File: config.mk
export PLATFORM = sky130hd
export DESIGN_NAME = undo_log
export DESIGN_NICKNAME = d
export VERILOG_FILES = /design/src/rtl/undo_log_pkg.sv /design/src/rtl/undo_log_slot.sv /design/src/rtl/undo_log_ctrl.sv /design/src/rtl/undo_log.sv
export SDC_FILE = /design/constraint.sdc
export NUM_CORES = 1
export LEC_CHECK = 0
export CAP_MARGIN = 5
export CORE_MARGIN = 10
export CORE_UTILIZATION = 45
export CTS_CLUSTER_DIAMETER = 200
export DETAILED_ROUTE_END_ITERATION = 10
export DONT_BUFFER_PORTS = 1
export SLEW_MARGIN = 20
export SYNTH_ARGS = -nofsm -noshare
export SYNTH_HDL_FRONTEND = slang
export SYNTH_SLANG_ARGS = --single-unit
export TNS_END_PERCENT = 50
File: constraint.sdc
create_clock -name clk_i -period 2.5 [get_ports clk_i]
set_input_delay 0.75 -clock clk_i [delete_from_list [all_inputs] [get_ports clk_i]]
set_output_delay 0.75 -clock clk_i [all_outputs]
set_load 0.03 [all_outputs]
File: src/rtl/undo_log_pkg.sv
package undo_log_pkg;
  parameter int unsigned REG_W   = 3;
  parameter int unsigned DELTA_W = 5;
  parameter int unsigned SLOTS   = 2;

  localparam int unsigned ENTRY_W  = 1 + DELTA_W + REG_W;
  localparam int unsigned STATUS_W = 1 + SLOTS * ENTRY_W;

  typedef struct packed {
    logic               valid;
    logic [DELTA_W-1:0] delta;
    logic [REG_W-1:0]   regno;
  } entry_t;
endpackage

File: src/rtl/undo_log_slot.sv
module undo_log_slot
  import undo_log_pkg::*;
(
  input  logic               clk_i,
  input  logic               rst_ni,
  input  logic               clr_i,
  input  logic               new_i,
  input  logic               acc_i,
  input  logic [REG_W-1:0]   reg_i,
  input  logic [DELTA_W-1:0] delta_i,
  output entry_t             entry_o
);
  entry_t q;

  always_ff @(posedge clk_i or negedge rst_ni) begin
    if (!rst_ni) begin
      q <= '0;
    end else if (new_i) begin
      q.valid <= 1'b1;
      q.regno <= reg_i;
      q.delta <= delta_i;
    end else if (acc_i) begin
      q.delta <= q.delta + delta_i;   // wraps modulo 2**DELTA_W
    end else if (clr_i) begin
      q <= '0;
    end
  end

  assign entry_o = q;

  // accumulation only touches the delta field
  assert_acc_keeps_reg_R3: assert property (@(posedge clk_i) disable iff (!rst_ni)
    (acc_i && !new_i && q.valid) |=> (q.valid && $stable(q.regno)));
endmodule

File: src/rtl/undo_log_ctrl.sv
module undo_log_ctrl
  import undo_log_pkg::*;
(
  input  logic             clk_i,
  input  logic             rst_ni,
  input  logic             insn_start_i,
  input  logic             upd_valid_i,
  input  logic [REG_W-1:0] upd_reg_i,
  input  logic             fault_i,
  input  logic             rd_i,
  input  entry_t           entries_i [SLOTS],
  output logic             clr_o,
  output logic [SLOTS-1:0] new_o,
  output logic [SLOTS-1:0] acc_o,
  output logic             ovf_o,
  output logic             frozen_o
);
  logic             frozen_q, ovf_q;
  logic             en;
  logic [SLOTS-1:0] eff_v, hit, alloc;
  logic             any_hit, any_free;

  assign clr_o = insn_start_i & ~frozen_q;
  assign en    = upd_valid_i & ~frozen_q;

  always_comb begin
    logic found;
    found = 1'b0;
    alloc = '0;
    for (int i = 0; i < SLOTS; i++) begin
      eff_v[i] = entries_i[i].valid & ~clr_o;
      hit[i]   = eff_v[i] && (entries_i[i].regno == upd_reg_i);
      if (!eff_v[i] && !found) begin
        alloc[i] = 1'b1;
        found    = 1'b1;
      end
    end
    any_hit  = |hit;
    any_free = found;
  end

  assign acc_o = en ? hit : '0;
  assign new_o = (en && !any_hit) ? alloc : '0;

  always_ff @(posedge clk_i or negedge rst_ni) begin
    if (!rst_ni) begin
      frozen_q <= 1'b0;
      ovf_q    <= 1'b0;
    end else begin
      frozen_q <= frozen_q ? ~rd_i : fault_i;
      if (en && !any_hit && !any_free) ovf_q <= 1'b1;
      else if (clr_o)                  ovf_q <= 1'b0;
    end
  end

  assign ovf_o    = ovf_q;
  assign frozen_o = frozen_q;

  assert_fault_freezes_R6: assert property (@(posedge clk_i) disable iff (!rst_ni)
    (!frozen_q && fault_i) |=> frozen_q);
  assert_read_releases_R8: assert property (@(posedge clk_i) disable iff (!rst_ni)
    (frozen_q && rd_i) |=> !frozen_q);
  assert_ovf_sticky_R4: assert property (@(posedge clk_i) disable iff (!rst_ni)
    (ovf_q && !(insn_start_i && !frozen_q)) |=> ovf_q);
  assert_single_write_R3: assert property (@(posedge clk_i) disable iff (!rst_ni)
    $onehot0(new_o | acc_o));
endmodule

File: src/rtl/undo_log.sv
module undo_log
  import undo_log_pkg::*;
(
  input  logic                clk_i,
  input  logic                rst_ni,
  input  logic                insn_start_i,
  input  logic                upd_valid_i,
  input  logic [REG_W-1:0]    upd_reg_i,
  input  logic [DELTA_W-1:0]  upd_delta_i,
  input  logic                fault_i,
  input  logic                rd_i,
  output logic [STATUS_W-1:0] status_o,
  output logic                frozen_o
);
  entry_t           entries [SLOTS];
  logic             clr;
  logic [SLOTS-1:0] new_w, acc_w;
  logic             ovf;

  undo_log_ctrl u_ctrl (
    .clk_i        (clk_i),
    .rst_ni       (rst_ni),
    .insn_start_i (insn_start_i),
    .upd_valid_i  (upd_valid_i),
    .upd_reg_i    (upd_reg_i),
    .fault_i      (fault_i),
    .rd_i         (rd_i),
    .entries_i    (entries),
    .clr_o        (clr),
    .new_o        (new_w),
    .acc_o        (acc_w),
    .ovf_o        (ovf),
    .frozen_o     (frozen_o)
  );

  for (genvar g = 0; g < SLOTS; g++) begin : g_slot
    undo_log_slot u_slot (
      .clk_i   (clk_i),
      .rst_ni  (rst_ni),
      .clr_i   (clr),
      .new_i   (new_w[g]),
      .acc_i   (acc_w[g]),
      .reg_i   (upd_reg_i),
      .delta_i (upd_delta_i),
      .entry_o (entries[g])
    );
    assign status_o[g*ENTRY_W +: ENTRY_W] = entries[g];
  end
  assign status_o[STATUS_W-1] = ovf;

  assert_frozen_hold_R7: assert property (@(posedge clk_i) disable iff (!rst_ni)
    frozen_o |=> $stable(status_o));
  assert_start_clears_R5: assert property (@(posedge clk_i) disable iff (!rst_ni)
    (!frozen_o && insn_start_i && !upd_valid_i) |=> (status_o == '0));
  assert_fill_order_R2: assert property (@(posedge clk_i) disable iff (!rst_ni)
    entries[1].valid |-> entries[0].valid);
endmodule

==> results of run 1 <==
worst max-delay path, delay by kind of cell (launching register included):
kind | cells | cell delay, ns
adders and majority gates | 2 | 0.68
and+or+nand+nor | 1 | 0.06
AOI/OAI and AO/OA | 3 | 0.59
xor gates and xnor gates | 1 | 0.13
DFF | 1 | 0.52
logic make-up after synthesis:
| family | Yosys count | synth area share |
|---|---|---|
| XOR/XNOR | 14 | 0.0900 |
| flip-flops | 20 | 0.367 |
| adder cells (fa/ha/maj) | 10 | 0.103 |
| multiplexers | 5 | 0.0376 |
| buffers and inverters | 14 | 0.0560 |
| AO/OA/AOI/OAI | 29 | 0.152 |
| AND/OR/NAND/NOR | 44 | 0.194 |
metal layers:
metal	up-vias	track usage
met2	24	0.186
met4	0	0.0378
li1	469	-
met3	2	0.0460
met5	-	0
met1	466	0.143
sequential cells by signal, summed over array words and instances (netlist names):
register	count
u_ctrl.ovf_o	1
u_ctrl.frozen_o	1
g_slot.u_slot.entry_o	18
cell type report:
| class | count | area (um2) | area share |
|---|---|---|---|
| clock buffers | 3 | 22.5 | 0.0157 |
| clock inverters | 1 | 30.0 | 0.0210 |
| inverters | 8 | 30.0 | 0.0210 |
| multi-input cells | 102 | 786 | 0.549 |
| flip-flops and latches | 20 | 500 | 0.350 |
| well taps | 31 | 38.8 | 0.0271 |
| repair buffers | 3 | 22.5 | 0.0157 |
worst paths after layout:
path	from	end	slack [ns]
min	rst_ni	u_ctrl.frozen_o	0.12
max reg2reg	g_slot[1].u_slot.entry_o[3]	g_slot[1].u_slot.entry_o[7]	0.39
max	g_slot[1].u_slot.entry_o[3]	g_slot[1].u_slot.entry_o[7]	0.39
min reg2reg	g_slot[1].u_slot.entry_o[2]	g_slot[1].u_slot.entry_o[2]	0.73
max in group asynchronous	rst_ni	g_slot[0].u_slot.entry_o[5]	2.30
min in group clk_i	rd_i	u_ctrl.frozen_o	0.52
cells in the final DEF, fill, tap and decap left out, drive strengths merged:
master / n
mux2: 1
nor4: 1
and2: 2
nor3: 3
buf: 3
fa: 2
xnor2: 5
inv: 8
a21oi: 8
ha: 8
bufinv: 1
nand4bb: 1
o21ai: 9
a32oi: 1
nor3b: 2
nor2: 11
a31oi: 1
nand2: 16
nand3b: 1
a21o: 5
xor2: 9
o211ai: 1
clkbuf: 3
a221o: 3
mux2i: 4
nand3: 5
nand2b: 2
a32o: 1
dfrtp: 20
through the flow:
| stage | total power [mW] | cells |
|---|---|---|
| floorplan | 0.771 | 136 |
| global placement | 0.811 | 164 |
| detailed placement | 0.823 | 164 |
| CTS | 1.09 | 168 |
| global route | 1.15 | 168 |
| finish | 1.07 | 168 |
power breakdown:
part           leakage (nW)  total (mW)  switching (mW)  internal, mW
registers             0.262       0.552           0.178         0.374
clock network        0.0279       0.263           0.101         0.162
logic                 0.424       0.260           0.133         0.126
==> summary.md, run 1 <==
The flow ran to the end, and the final reports show no timing, DRC or antenna violations. The commonest cells after synthesis are dfrtp_1 (20), nand2_1 (16), nor2_1 (11), xor2_1 (9). The total power per unit cell area works out to 751 nW/um2. By startpoint and endpoint, the worst setup path is classified as flip-flop to flip-flop. Counting I/O delays and the setup requirement, the final critical path takes 2.11 ns.

Across the VDD grid, the largest voltage drop is 0.274 mV. The longest individual stage delay on the worst path is 0.52 ns. Max-cap violations in this run came to 0. The transition time at the pin with the least slew margin was 0.700 ns. Via count of the routed design: 961. The logs give 2.38 mm for the post-detailed-placement half-perimeter wirelength and 0.118 for the overall global routing resource usage. Averaged over all synthesized cells, the footprint is 10.0 um2.

The hold slack was 0.123 ns; the number of port buffers was 0. The area growth from synthesis to layout is 4.96%. At the end of routability-driven placement, the weighted congestion stood at 0.760.

The critical-path maximum fanout is 3, and the hold buffer count at CTS is 0. Using the TritonRoute via totals, the vias-per-cell ratio works out to 5.72. Gates resized during post-CTS repair numbered 0. After synthesis, the cell types taking the most area are dfrtp_1 (37%), ha_1 (7.3%), xor2_1 (5.8%). In this run the top signal layer used is met4. 0 antenna diodes ended up in the layout. Counting every instance in the synthesized netlist gives 136. The fraction of final layout cells sized beyond drive strength 1 came out at 0.139. For this block, wires on met1 add up to 1.30 mm. Number of buffers inserted to repair setup after CTS: 0.

The cell type with the highest aggregate area in the netlist is dfrtp_1. Clock input transition at the sequential cells of the worst setup and hold paths: 0.12 ns. For the synthesis warning total, the log shows 0.

The tools report the number of remaining DRC errors as 0. The final cycle utilization of the critical path was 0.843. The tree is rooted in a clkbuf_4. The mean routed wirelength per cell is 17.9 um, and the total die area is 5630 um2. The total standard cell area after synthesis came out at 1360 um2.

The share of flip-flops with an asynchronous set or reset was 1.00; the number of routed nets with antenna violations was 0. The run gives 0 as the number of antenna violations at the first check in global routing. Among all stages on the critical path, the largest delay is contributed by dfrtp_1. The worst path meets setup with 0.394 ns of slack. The run gives 36 as the count of distinct cell types in the synthesized netlist. The critical path data arrival time was 2.30 ns. The die extent in x is 75.0 um, and the final-report setup violation count is 0. 34 I/O pins were placed. The number of cells on the worst reg-to-reg path is 7. Total met3 wirelength after detailed routing: 306 um. The flop and latch count out of synthesis was 20.

The starting utilization of the core area is 0.482. The core box area was 2830 um2; the net count of the finished layout was 162. Part of the Yosys area used for sequential elements: 0.367. The critical path goes through ha_1 -> fa_1 -> a21o_1 -> a21oi_1 -> xnor2_1 -> nor2_1 -> a221o_1. Among all cell types in the netlist, the one instantiated most often is dfrtp_1. Fill cells in the final layout number 264.

Row generation in the floorplan step produced 19 rows. For the worst setup path, the data required time is 2.69 ns. In the final timing run, aggregate negative setup slack is 0 ns.

The share of the synthesized area in the top cell type is 0.367, and the final standard cell utilization of the core is 0.506. Yosys mapped a number of flops with a built-in enable equal to 0. The analysis attributes to cell leakage a power of 0.713 nW. Entering global routing, the biggest net connects 21 pins.

The level count of the clock H-tree was 1. Setup repair after global routing left no endpoint under its margin. The logs give 0.216 ns for the worst-case setup slack after placement and 0.30 ns for the clock latency reported for the late side of the worst-skew pair. Detailed routing placed a total of 1.39 mm of wire on met2. The first global-routing pass estimated 5.14 mm of wire. The worst setup path is captured at a flip-flop.

For the remaining global-route overflow, the log shows 0. Among all flip-flop cells after synthesis, the most frequent one is dfrtp_1. For this run, the detailed router's first-pass iteration total came to 4. The die span in y is 75.0 um. No sink is reached through more buffers than the 2 on the longest clock path. Once layout is done, the placed cells without fillers occupy 1430 um2. The tree built by TritonCTS fans out to 20 sinks.

The setup clock skew after layout came out at 0.00924 ns. For the tightest slew margin relative to the limit, the log shows 0.533. For the timing-limited maximum frequency, the log shows 475 MHz. The class of the tightest hold or removal check was input port to async pin. The run gives 160 as the post-synth net total.

The via count of the first global-routing pass was 1,041. Post-placement cell area: 1380 um2. The final layout contains routed wiring with a total length of 3.01 mm. After the first detailed-routing iteration, the DRC count stood at 39. TritonCTS built the clock tree.

The kind of launch point of the worst setup path was a flip-flop. The max-slew violation count was 0. The run gives 0 as the final number of hold-violating endpoints.

The tools report the number of buffers created by CTS as 3.
No activity file was read; power rests on OpenSTA's default activity.
==> run 2: changes to the inputs <==
==> constraint.sdc (replaced) <==
create_clock -name clk_i -period 1.8 [get_ports clk_i]
set_input_delay 0.54 -clock clk_i [delete_from_list [all_inputs] [get_ports clk_i]]
set_output_delay 0.54 -clock clk_i [all_outputs]
set_load 0.03 [all_outputs]
==> summary.md, run 2 (synthesis results as in run 1) <==
The run gives 0.417 mV as the peak supply drop. The die span in y works out to 75.0 um. Cell internal power was estimated by the tool at 1.03 mW. The total die area was 5630 um2. The final non-filler cell area came out at 1640 um2.

After routing, the total negative slack on setup checks comes to -0.0283 ns. The max-cap violation count was 0; the number of top-level pins was 34. The commonest non-fill, non-tap cell in the layout is buf_4. Cell at the root of the clock tree: clkbuf_4. After detailed routing, the number of vias per cell comes to 5.44.

Setup slack on the worst flop-to-flop path: -0.03 ns. The register with the most flip-flops in the layout has 18 of them. The run gives 0 as the number of routed nets with antenna violations. The critical-path maximum fanout was 2. The run gives 0 as the number of antenna violations at the first check in global routing. The number of cells on the worst hold path is 1, and the mean routed wirelength per cell is 17.1 um.

The register area is 502 um2, and the number of port buffers is 0. At the worst endpoint, the arrival time is 2.02 ns. The checks that failed: negative setup slack. The net switching fraction of the power is 0.378. The setup path with the least slack is of type flip-flop to flip-flop. The cell count of the worst reg-to-reg path was 7; the number of violations reported at the end of detailed-routing iteration 0 was 73.

Static timing analysis puts the maximum clock frequency at 547 MHz. The fraction of final layout cells sized beyond drive strength 1 is 0.298. The via count of the routed design was 1,044; the global-route wire length before repair was 5.40 mm. The overall global routing resource usage is 0.123. The run finished, with violations left. The worst hold path begins at rd_i.

The final cycle utilization of the critical path works out to 1.02. For the maximum number of pins on one net before global-route repair, the log shows 21. Once detailed placement completed, the half-perimeter wirelength came to 2.67 mm.

The tightest slew margin relative to the limit is 0.364, and the count of placed standard cells in the final layout, fillers left out is 192. The sort of element at the end of the critical path is a flip-flop. For this design, the sink count on the clock tree is 20. The transition time at the pin with the least slew margin is 0.951 ns, and the number of remaining DRC errors is 0. The count of antenna diodes in the layout was 0. The level count of the clock H-tree is 1. The number of placed cells counting well taps is 186, and the total power per unit cell area is 1010 nW/um2.

In the final layout, the multi-input gates occupy 815 um2. Terminus of the critical flop-to-flop path: g_slot[1].u_slot.entry_o[7]. In the layout the commonest cells are buf_4 (26), dfrtp_1 (19), nand2_1 (16).

The number of iterations in the first detailed-routing pass came out at 4. The floorplan step defined a core boundary enclosing 2830 um2. The number of fill cells in the layout is 244. For the final database, setup skew stands at 0.0202 ns. The via count of the first global-routing pass is 1,128, and the critical path required time is 1.99 ns. After detailed placement, the total cell area comes to 1560 um2. At the end of the flow, the number of nets in the layout was 186.

After floorplanning, the core was divided into 19 placement rows. The startpoint identified for the worst register-to-register timing path is g_slot[1].u_slot.entry_o[3]. The run gives 0.370 as the sequential group share of total power.

The clock latency reported for the late side of the worst-skew pair came out at 0.31 ns. For the share of power burned in combinational logic, the log shows 0.401. The final-report setup violation count is 1. The part of the power in the clock network was 0.228; the final critical-path required period was 1.83 ns. The worst min-delay path endpoint is u_ctrl.frozen_o. Counting along the longest clock path gives a buffer depth of 2.

For the final worst-path setup slack, the log shows -0.0283 ns. The weighted congestion reported at the end of routability-driven placement came out at 0.776. The final number of hold-violating endpoints was 0; the wire length after detailed routing was 3.29 mm.

Remaining global-route overflow: 0. The tools report the kind of launch point of the worst setup path as a flip-flop. Leakage component of the power: 0.834 nW. Measured along the x axis, the die boundary spans 75.0 um. After clock tree synthesis, the clock-pin slew on the worst setup and hold paths is 0.14 ns. The min-delay analysis places its worst path in the category input port to flip-flop. The starting utilization of the core area was 0.482; the number of buffers created by CTS was 3. The area growth from synthesis to layout is 20.6%. For this design the total switching power over the nets is 0.625 mW. The tools report the max-slew violation count as 0. TritonCTS built the clock tree. Setup repair after global routing could not meet its margin everywhere.
==> run 2: changes by cell type in the layout (fill, tap and decap cells not counted), sizes merged <==
| cell | change |
|---|---|
| dlygate4sd3 | +1 |
| buf | +23 |
==> run 2: area by class of cell <==
cell class                      instances  area share
Clock buffer                            3      0.0137
Timing Repair Buffer                   27       0.125
Tap cell                               31      0.0236
Multi-Input combinational cell        102       0.496
Clock inverter                          1      0.0183
Sequential cell                        20       0.305
Inverter                                8      0.0183
==> run 2: timing repair <==
item,4_1_cts,5_1_grt
hold buffers,1,0
setup endpoints to repair,1,3
cloned,0,0
resized for setup,0,2
endpoints found under the hold margin,20,0
pin swaps,4,2
setup buffers,1,0
==> run 2: worst max path at each step <==
| stage | from | end | slack (ns) | cells after the start |
|---|---|---|---|---|
| final | g_slot[1].u_slot.entry_o[3] | g_slot[1].u_slot.entry_o[7] | -0.03 | 7 |
| after floorplan | upd_delta_i[0] | g_slot[1].u_slot.entry_o[7] | -0.11 | 7 |
| after CTS | g_slot[1].u_slot.entry_o[3] | g_slot[1].u_slot.entry_o[7] | -0.04 | 7 |
| after detailed placement | upd_delta_i[0] | g_slot[1].u_slot.entry_o[7] | -0.19 | 7 |
| after global placement | upd_delta_i[0] | g_slot[1].u_slot.entry_o[7] | -0.14 | 7 |
| after global routing | g_slot[1].u_slot.entry_o[3] | g_slot[1].u_slot.entry_o[7] | -0.12 | 7 |
==> run 2: critical path: stages (launching register included) <==
cell     delay [ns]
dfrtp_2        0.45
ha_4           0.16
fa_2           0.33
a21o_1         0.17
a21oi_2        0.12
xnor2_1        0.13
nor2_1         0.06
a221o_1        0.27
==> run 2: per-layer routing <==
| metal | wire (um) | global-route usage |
|---|---|---|
| met1 | 1340 | 0.144 |
| met4 | 13 | 0.0336 |
| met3 | 280 | 0.0434 |
| met5 | 0 | 0 |
| met2 | 1650 | 0.207 |
==> run 2: stage by stage <==
stage	util	hold slack [ns]	setup slack, ns	power (mW)
6_report	0.581	0.293	-0.0283	1.65
3_3_place_gp	0.552	0.245	-0.138	1.25
4_1_cts	0.577	0.290	-0.0410	1.67
2_1_floorplan	-	0.244	-0.110	1.08
5_1_grt	0.581	0.286	-0.122	1.76
3_5_place_dp	0.552	0.245	-0.194	1.27
==> run 2: power by group through the flow <==
stage	clock network, mW	registers (mW)	logic, mW
after CTS	0.387	0.614	0.666
final	0.378	0.612	0.664
after global placement	0	0.617	0.635
after floorplan	0	0.746	0.333
after global routing	0.404	0.622	0.732
after detailed placement	0	0.624	0.649
